File: src/rtl/zt_sram_pkg.sv
package zt_sram_pkg;

   // low address bits of burst beat n from a start value
   function automatic logic [1:0] beat_lo(input logic [1:0] start,
                                          input logic [1:0] n,
                                          input logic       ilv);
      return ilv ? (start ^ n) : (start + n);
   endfunction

endpackage

File: src/rtl/zt_cmd_gen.sv
module zt_cmd_gen #(
   parameter int ADDR_W = 8,
   parameter int NBYTES = 2
) (
   input  logic              clk,
   input  logic              rst_n,
   input  logic              sel_ok,
   input  logic              sleep,
   input  logic              adv,
   input  logic              wr_en,
   input  logic              order_ilv,
   input  logic [ADDR_W-1:0] addr,
   input  logic [NBYTES-1:0] byte_we_n,
   output logic              op_vld,
   output logic              op_wr,
   output logic [ADDR_W-1:0] op_addr,
   output logic [NBYTES-1:0] op_be
);
   import zt_sram_pkg::*;

   logic              b_act, b_wr;
   logic [ADDR_W-1:0] b_base;
   logic [1:0]        b_cnt, nxt_cnt, prev_lo;
   logic              take, new_cmd, is_beat;

   always_comb begin
      take    = sel_ok && !sleep;
      new_cmd = take && !adv;
      is_beat = take && adv && b_act;
      nxt_cnt = b_cnt + 2'd1;
      op_vld  = new_cmd || is_beat;
      op_wr   = new_cmd ? wr_en : b_wr;
      op_addr = new_cmd ? addr
                        : {b_base[ADDR_W-1:2], beat_lo(b_base[1:0], nxt_cnt, order_ilv)};
      op_be   = ~byte_we_n;
   end

   always_ff @(posedge clk) begin
      if (!rst_n) begin
         b_act   <= 1'b0;
         b_wr    <= 1'b0;
         b_base  <= '0;
         b_cnt   <= '0;
         prev_lo <= '0;
      end else begin
         if (new_cmd) begin
            b_act  <= 1'b1;
            b_wr   <= wr_en;
            b_base <= addr;
            b_cnt  <= '0;
         end else if (is_beat) begin
            b_cnt  <= nxt_cnt;
         end
         if (op_vld) prev_lo <= op_addr[1:0];
      end
   end

   // consecutive linear beats step the low bits by one, wrapping
   assert_linear_step_R7: assert property (@(posedge clk) disable iff (!rst_n)
      (is_beat && !order_ilv) |-> (op_addr[1:0] == prev_lo + 2'd1));

endmodule

File: src/rtl/zt_array.sv
module zt_array #(
   parameter int ADDR_W = 8,
   parameter int BYTE_W = 9,
   parameter int NBYTES = 2
) (
   input  logic                     clk,
   input  logic                     we,
   input  logic [ADDR_W-1:0]        waddr,
   input  logic [NBYTES-1:0]        wbe,
   input  logic [NBYTES*BYTE_W-1:0] wdata,
   input  logic [ADDR_W-1:0]        raddr,
   output logic [NBYTES*BYTE_W-1:0] rdata
);
   localparam int DEPTH = 1 << ADDR_W;

   for (genvar g = 0; g < NBYTES; g++) begin : g_lane
      logic [BYTE_W-1:0] cells [DEPTH];
      always_ff @(posedge clk) begin
         if (we && wbe[g]) cells[waddr] <= wdata[g*BYTE_W +: BYTE_W];
      end
      assign rdata[g*BYTE_W +: BYTE_W] = cells[raddr];
   end

endmodule

File: src/rtl/zt_datapath.sv
module zt_datapath #(
   parameter int ADDR_W = 8,
   parameter int BYTE_W = 9,
   parameter int NBYTES = 2
) (
   input  logic                     clk,
   input  logic                     rst_n,
   input  logic                     mode_pipe,
   input  logic                     op_vld,
   input  logic                     op_wr,
   input  logic [ADDR_W-1:0]        op_addr,
   input  logic [NBYTES-1:0]        op_be,
   input  logic [NBYTES*BYTE_W-1:0] wdata,
   output logic                     data_vld,
   output logic [NBYTES*BYTE_W-1:0] data_out
);
   localparam int DW = NBYTES * BYTE_W;

   logic              s1_vld, s1_wr, s2_vld, s2_wr;
   logic [ADDR_W-1:0] s1_addr, s2_addr;
   logic [NBYTES-1:0] s1_be, s2_be;
   logic              we, fwd_hit;
   logic [ADDR_W-1:0] waddr;
   logic [NBYTES-1:0] wbe;
   logic [DW-1:0]     arr_q, merged, out_q;
   logic              out_vld_q;

   // command stages: stage 1 holds the op of the last edge, stage 2 the one before
   always_ff @(posedge clk) begin
      if (!rst_n) begin
         s1_vld <= 1'b0; s1_wr <= 1'b0; s1_addr <= '0; s1_be <= '0;
         s2_vld <= 1'b0; s2_wr <= 1'b0; s2_addr <= '0; s2_be <= '0;
      end else begin
         s1_vld <= op_vld; s1_wr <= op_wr; s1_addr <= op_addr; s1_be <= op_be;
         s2_vld <= s1_vld; s2_wr <= s1_wr; s2_addr <= s1_addr; s2_be <= s1_be;
      end
   end

   // late write: one stage deep in direct mode, two in registered mode
   always_comb begin
      we    = mode_pipe ? (s2_vld && s2_wr) : (s1_vld && s1_wr);
      waddr = mode_pipe ? s2_addr : s1_addr;
      wbe   = mode_pipe ? s2_be   : s1_be;
   end

   zt_array #(.ADDR_W(ADDR_W), .BYTE_W(BYTE_W), .NBYTES(NBYTES)) u_array (
      .clk   (clk),
      .we    (we),
      .waddr (waddr),
      .wbe   (wbe),
      .wdata (wdata),
      .raddr (s1_addr),
      .rdata (arr_q)
   );

   // forwarding of the write landing on the same edge as the output register load
   assign fwd_hit = s2_vld && s2_wr && (s2_addr == s1_addr);

   for (genvar g = 0; g < NBYTES; g++) begin : g_fwd
      assign merged[g*BYTE_W +: BYTE_W] = (fwd_hit && s2_be[g]) ? wdata[g*BYTE_W +: BYTE_W]
                                                               : arr_q[g*BYTE_W +: BYTE_W];
   end

   always_ff @(posedge clk) begin
      if (!rst_n) begin
         out_vld_q <= 1'b0;
         out_q     <= '0;
      end else begin
         out_vld_q <= s1_vld && !s1_wr;
         out_q     <= merged;
      end
   end

   assign data_vld = mode_pipe ? out_vld_q : (s1_vld && !s1_wr);
   assign data_out = mode_pipe ? out_q     : arr_q;

   assert_pipe_latency_R3: assert property (@(posedge clk) disable iff (!rst_n)
      (mode_pipe && s1_vld && !s1_wr) |=> data_vld);

   assert_fwd_full_word_R5: assert property (@(posedge clk) disable iff (!rst_n)
      (mode_pipe && s1_vld && !s1_wr && s2_vld && s2_wr && (s2_addr == s1_addr) && (&s2_be))
      |=> (data_out == $past(wdata)));

endmodule

File: src/rtl/zt_sram.sv
module zt_sram #(
   parameter int ADDR_W = 8,
   parameter int BYTE_W = 9,
   parameter int NBYTES = 2
) (
   input  logic                     clk,
   input  logic                     rst_n,
   input  logic                     mode_pipe,
   input  logic                     order_ilv,
   input  logic                     sel_a_n,
   input  logic                     sel_b,
   input  logic                     sel_c_n,
   input  logic                     wr_en,
   input  logic                     adv,
   input  logic [ADDR_W-1:0]        addr,
   input  logic [NBYTES-1:0]        byte_we_n,
   input  logic [NBYTES*BYTE_W-1:0] wdata,
   input  logic                     oe_n,
   input  logic                     sleep,
   output logic [NBYTES*BYTE_W-1:0] rdata,
   output logic                     rvalid
);
   localparam int DW = NBYTES * BYTE_W;

   if (ADDR_W < 2 || ADDR_W > 12) begin : g_bad_addr
      $error("zt_sram: ADDR_W must lie in 2..12");
   end
   if (BYTE_W < 1 || NBYTES < 1) begin : g_bad_lane
      $error("zt_sram: BYTE_W and NBYTES must be positive");
   end

   logic              sel_ok;
   logic              op_vld, op_wr;
   logic [ADDR_W-1:0] op_addr;
   logic [NBYTES-1:0] op_be;
   logic              data_vld;
   logic [DW-1:0]     data_out;

   assign sel_ok = !sel_a_n && sel_b && !sel_c_n;

   zt_cmd_gen #(.ADDR_W(ADDR_W), .NBYTES(NBYTES)) u_cmd (
      .clk       (clk),
      .rst_n     (rst_n),
      .sel_ok    (sel_ok),
      .sleep     (sleep),
      .adv       (adv),
      .wr_en     (wr_en),
      .order_ilv (order_ilv),
      .addr      (addr),
      .byte_we_n (byte_we_n),
      .op_vld    (op_vld),
      .op_wr     (op_wr),
      .op_addr   (op_addr),
      .op_be     (op_be)
   );

   zt_datapath #(.ADDR_W(ADDR_W), .BYTE_W(BYTE_W), .NBYTES(NBYTES)) u_dp (
      .clk       (clk),
      .rst_n     (rst_n),
      .mode_pipe (mode_pipe),
      .op_vld    (op_vld),
      .op_wr     (op_wr),
      .op_addr   (op_addr),
      .op_be     (op_be),
      .wdata     (wdata),
      .data_vld  (data_vld),
      .data_out  (data_out)
   );

   // output drivers gated asynchronously
   assign rvalid = data_vld && !oe_n;
   assign rdata  = rvalid ? data_out : '0;

   assert_deselect_idle_R1: assert property (@(posedge clk) disable iff (!rst_n)
      (!sel_ok && !mode_pipe) |=> !data_vld);

   assert_sleep_idle_R10: assert property (@(posedge clk) disable iff (!rst_n)
      (sleep && !mode_pipe) |=> !data_vld);

endmodule

File: config.mk
export PLATFORM = sky130hd
export DESIGN_NAME = zt_sram
export DESIGN_NICKNAME = d
export VERILOG_FILES = /design/src/rtl/zt_sram_pkg.sv /design/src/rtl/zt_cmd_gen.sv /design/src/rtl/zt_array.sv /design/src/rtl/zt_datapath.sv /design/src/rtl/zt_sram.sv
export SDC_FILE = /design/constraint.sdc
export NUM_CORES = 2
export LEC_CHECK = 0
export BUFFER_PORTS_ARGS = -buffer_cell sky130_fd_sc_hd__buf_2
export CORE_ASPECT_RATIO = 2
export CORE_MARGIN = 2
export CORE_UTILIZATION = 45
export CTS_CLUSTER_DIAMETER = 50
export CTS_CLUSTER_SIZE = 20
export DETAILED_ROUTE_END_ITERATION = 12
export SYNTH_ARGS = -nofsm -noshare
export SYNTH_HDL_FRONTEND = slang
export SYNTH_MEMORY_MAX_BITS = 65536
export SYNTH_SLANG_ARGS = --single-unit
File: constraint.sdc
create_clock -name clk -period 3 [get_ports clk]
set_clock_uncertainty 0.15 [all_clocks]
set_input_delay 0.6 -clock clk [delete_from_list [all_inputs] [get_ports clk]]
set_output_delay 0.6 -clock clk [all_outputs]
set_load 0.01 [all_outputs]
# --- Word level (Yosys, flattened, before mapping) ---
# Memory sizes are Yosys's and may differ from the RTL's. A register that Yosys moved wholly into a read port is not among the register bits.
# Index checks and enable logic that the tools add are counted.
totals:
  out_inout_bits: 19
  in_bits: 39
  n_memories: 2
  reg_bits: 54
  mem_bits_rw: 4608
  wordCells: 60
classes:
  n_mux: 16
  bitwise: 3
  eq_ne: 1
  n_reduce_logical: 23
  n_addsub: 2
memory_table:
  columns: ["name", "words", "width", "read_ports", "rd_clocked_by_memory_dff", "write_ports", "line", "text"]
  rows:
  - ["u_dp.u_array.g_lane[0].cells", 256, 9, 1, 1, 1, "zt_array.sv:17", "logic [BYTE_W-1:0] cells [DEPTH];"]
  - ["u_dp.u_array.g_lane[1].cells", 256, 9, 1, 1, 1, "zt_array.sv:17", null]
ops:
  columns: ["op", "count"]
  rows:
  - ["$mux 18", 2]
  - ["$mux 8", 4]
  - ["$mux 9", 2]
  - ["$logic_and 1x1->1", 15]
  - ["$eq 8x8->1", 1]
  - ["$logic_not 1->1", 6]
  - ["$mux 1", 6]
  - ["$mux 2", 2]
  - ["$add 2x1->2 const B", 1]
  - ["$add 2x2->2", 1]
  - ["$not 2->2", 1]
  - ["$reduce_or 2->1", 1]
  - ["$xor 2x2->2", 1]
  - ["$logic_or 1x1->1", 1]
  - ["$not 1->1", 1]

# --- Depth between registers and ports, before layout ---
logic_depth:
  word_depth: 7
  ltp_mapped: 14
  ltp_nobuf: 7

# --- Hierarchy ---
# Synthesis repeated with hierarchy kept, for this count alone.
hier_totals:
  cells_unflattened: 8750
  hier_area_um2: 182005.8
modules_own_cells:
  columns: ["module", "cells_each", "area_per_inst_um2", "instances", "seq_area_each_um2"]
  rows:
  - ["zt_array", 8493, 179345.8, 1, 138372.7]
  - ["zt_datapath", 181, 1855.5, 1, 860.8]
  - ["zt_cmd_gen", 54, 599.3, 1, 240.2]
  - ["zt_sram", 22, 205.2, 1, 0.0]

# --- Worst setup path after synthesis ---
# Ideal clock, no wire load.
synth_path:
  path_type: "register to output"
  startpoint: "register, netlist name u_dp.s1_addr[1]"
  endpoint: "output port rdata[17]"
  setup_slack_ns: -0.238
  stages_incl_launch_ff: 12
  arrival_ns: 2.488
  cell_sequence: "dfxtp_1 > buf_2 > buf_4 > buf_2 > buf_2 > buf_1 > mux4_2 > a22oi_1 > a21oi_1 > o41ai_1 > a311oi_1 > a31o_2"
synth_lines:
  columns: ["element", "line", "text"]
  rows:
  - ["end, declared", "zt_sram.sv:20", "output logic [NBYTES*BYTE_W-1:0] rdata,"]

==> metrics <==
clock root cell clkbuf_16; DIE HEIGHT 901.0 µm; Final ANT Viol Nets 0; layout cell share with drive strength beyond 1 0.4076; CP Max Fanout 8; setup TNS -460,890 ps; Slew Viols, Final 0; Tightest Hold Check Type input port to register; WL/cell 36.69 µm; largest family of logic cells by synthesized area multiplexers; FF+latch count, synth 4,662; Max H-tree Level 5; Min Hold Slack 45.06 ps; gpl congestion 0.9429; Via density 6.091; initial antenna violation count 12; IO Pins 58; count of buffers from port buffering 57; Hold Vio Cnt, Final 0; worst r2r src u_dp.s1_addr[0]; Setup crit end kind primary output; Post-Synth Simple-Gate Area 0.02631; worst reg2reg path depth 13; worst reg-to-reg setup slack -370 ps; row count 329; Worst-Margin Slew 1299 ps; DRC 0; Worst R2R End u_dp.out_q[8]; Util after Layout 0.5556; Clock Latency Late Sink 960 ps; Mapped Area 181,000 µm²; post-route worst setup slack -2038 ps; Final setup viols 3,546; Synth area leaders edfxtp_1 76%, mux4_2 11%, mux2i_1 2.4%; die area 407,700 µm²; top cell type's share of synthesized area 0.7643; status complete, but fails checks; leakage 71.93 nW; Synth Warn # 0; CTS tree yes; crit path launch type register; die width 452.5 µm; Num CTS Buffers 282; fin crit share 1.679; total grt overflow 0; vias in the first global route 100,300; routed via count 98,220; multiplexer share of the synthesized area 0.1484; complex-gate fraction of the synthesized area 0.03416; Max clock buf depth 4; Syn Inst Count 8,645; RSZ-0062 raised after global routing yes; global-route wire length before repair 799,900 µm; Syn Nets 8,685; clk slew on worst S/H paths 90 ps; register area share after synthesis 0.7703; Crit Path Class register to primary output; P per Cell Area 526.2 nW/µm²; async set or reset register ratio after synthesis 0; Synth Area in Adders 0.00006911; Peak Freq 198.5 MHz; total global-route track usage 0.2839; Netlist cell types 83; Finished Cell Area 222,700 µm²; Critical Path RT 2250 ps; clk sinks 4,662; Avg Inst Size Synth 20.94 µm²; Cell Area, Placed 204,600 µm²; Initial Util 0.4515; dominant cell type by area after synthesis edfxtp_1; worst vdd ir 474.1 µV; failing checks setup timing; final wirelength 591,700 µm; pin count of the biggest net entering global routing 97; Worst setup endpoint rdata[1]; Post-synth EDFFs 4,608; XOR/XNOR Fraction of Synth Area 0.0006289; DR iter-0 viols 11,270; Arr. time, crit path 4290 ps; # Max-Cap Violations 0; first drt pass iteration count 6; # nets final 10,780; Tmin final 5038 ps; placed wire-length estimate 416,600 µm; Slew Limit Headroom 0.1305; Core Box Area 400,900 µm²; Area Overhead vs Synth 23.04%; Critical Path Start u_dp.s1_addr[0]; top_reg_cell synth edfxtp_1
report_power, final:
part	switching [mW]	total, mW	leakage (nW)	internal (mW)
combinational	3.74	6.69	26.3	2.95
sequential	0.0244	71.4	41.8	71.4
clock	21.0	39.1	3.83	18.1
area by class of cell:
type / count / area (µm²)
Antenna cell: 3 / 7.507
Multi-Input combinational cell: 3433 / 42530
Clock buffer: 340 / 7465
Sequential cell: 4662 / 139500
Tap cell: 5296 / 6626
Clock inverter: 34 / 399.1
Fill cell: 29990 / 178200
Inverter: 10 / 56.30
Timing Repair Buffer: 2349 / 26170
repair_timing:
| action | CTS | global route |
|---|---|---|
| hold buffers | 22 | 0 |
| pin swaps | 135 | 196 |
| setup buffers | 139 | 228 |
| cloned | 22 | 20 |
| gates resized for setup | 595 | 647 |
| endpoints found under the hold margin | 87 | 0 |
| setup endpoints to repair | 4605 | 4613 |
per-layer routing:
metal  wire (µm)  up-vias  track usage  part of all wire
met5          22        -            0          0.000037
met4       58130        4       0.2185             0.098
met3       34200     1307      0.03536             0.058
met2      309100     4468       0.5073              0.52
met1      190200    52470       0.3039              0.32
li1            -    39980            -                 -
cell usage after synthesis (all sizes together), types with 13 or more instances:
library cell,n
mux4,971
nor3,69
o21ai,64
o211ai,36
a211oi,52
nand2,237
a2111oi,14
and3,22
clkbuf,197
nor4,18
nand2b,16
and2,23
edfxtp,4608
o22ai,154
a22o,17
a31oi,32
nand3,45
mux2,34
o221ai,19
a21oi,112
mux2i,443
a21boi,15
buf,342
nor2b,25
dfxtp,54
a221oi,30
nand4,13
nor2,568
a22oi,248
or3,16
cells by family (layout without fill, tap and decap cells):
family,count (synthesis),after routing
other cells,0,3
xor+xnor,13,13
buf+inv,550,2733
compound gates,879,879
simple gates,1092,1092
flops,4662,4662
mux,1448,1448
fa+ha+maj,1,1
cells in the final DEF, fill, tap and decap left out, types with 105 or more instances in the layout:
cell type and count:
edfxtp_1 4608, buf_4 1527, mux4_2 937, buf_12 472, mux2i_1 416, clkbuf_16 305, nor2_1 274, nand2_1 196
nor2_2 193, a22oi_1 183, buf_6 160, o22ai_1 105
registers in the layout (all words and copies together) (netlist names):
name and cells:
u_dp.u_array.g_lane.cells 4608, u_dp.out_q 18, u_cmd.b_base 8, u_dp.s1_addr 8
u_dp.s2_addr 8, u_cmd.b_cnt 2, u_dp.s1_be 2, u_dp.s2_be 2
u_cmd.b_act 1, u_dp.out_vld_q 1, u_dp.s1_vld 1, u_dp.s1_wr 1
u_dp.s2_vld 1, u_dp.s2_wr 1
worst min path at each step:
stage | start | endpoint | slack [ps] | cells after the start
CTS | wdata[8] | u_dp.u_array.g_lane[0].cells[240][8] | 9 | 1
finish | wdata[8] | u_dp.u_array.g_lane[0].cells[255][8] | 50 | 1
detailed placement | u_cmd.b_act | u_cmd.b_act | 310 | 1
global placement | u_cmd.b_act | u_cmd.b_act | 290 | 1
floorplan | u_dp.s1_be[0] | u_dp.s2_be[0] | 280 | 1
global route | wdata[8] | u_dp.u_array.g_lane[0].cells[240][8] | 50 | 1
stage by stage:
step	setup WS [ps]	power (mW)	instances
3_3_place_gp	-2468	78.42	15350
4_1_cts	-2094	117.3	15890
5_1_grt	-2083	119.9	16130
3_5_place_dp	-1863	78.54	15350
6_report	-2038	117.2	16130
2_1_floorplan	-131.5	75.59	8645
worst max-delay path, cell delays in order (launching register included):
cell and delay, ps:
dfxtp_4 420, buf_12 150, buf_16 150, buf_16 180, buf_16 170, buf_16 140, mux4_2 500, a22oi_2 220
a21oi_4 130, o41ai_4 550, buf_12 170, a311oi_2 40, a31o_2 310, buf_6 140
No activity file was read; power rests on OpenSTA's default activity.
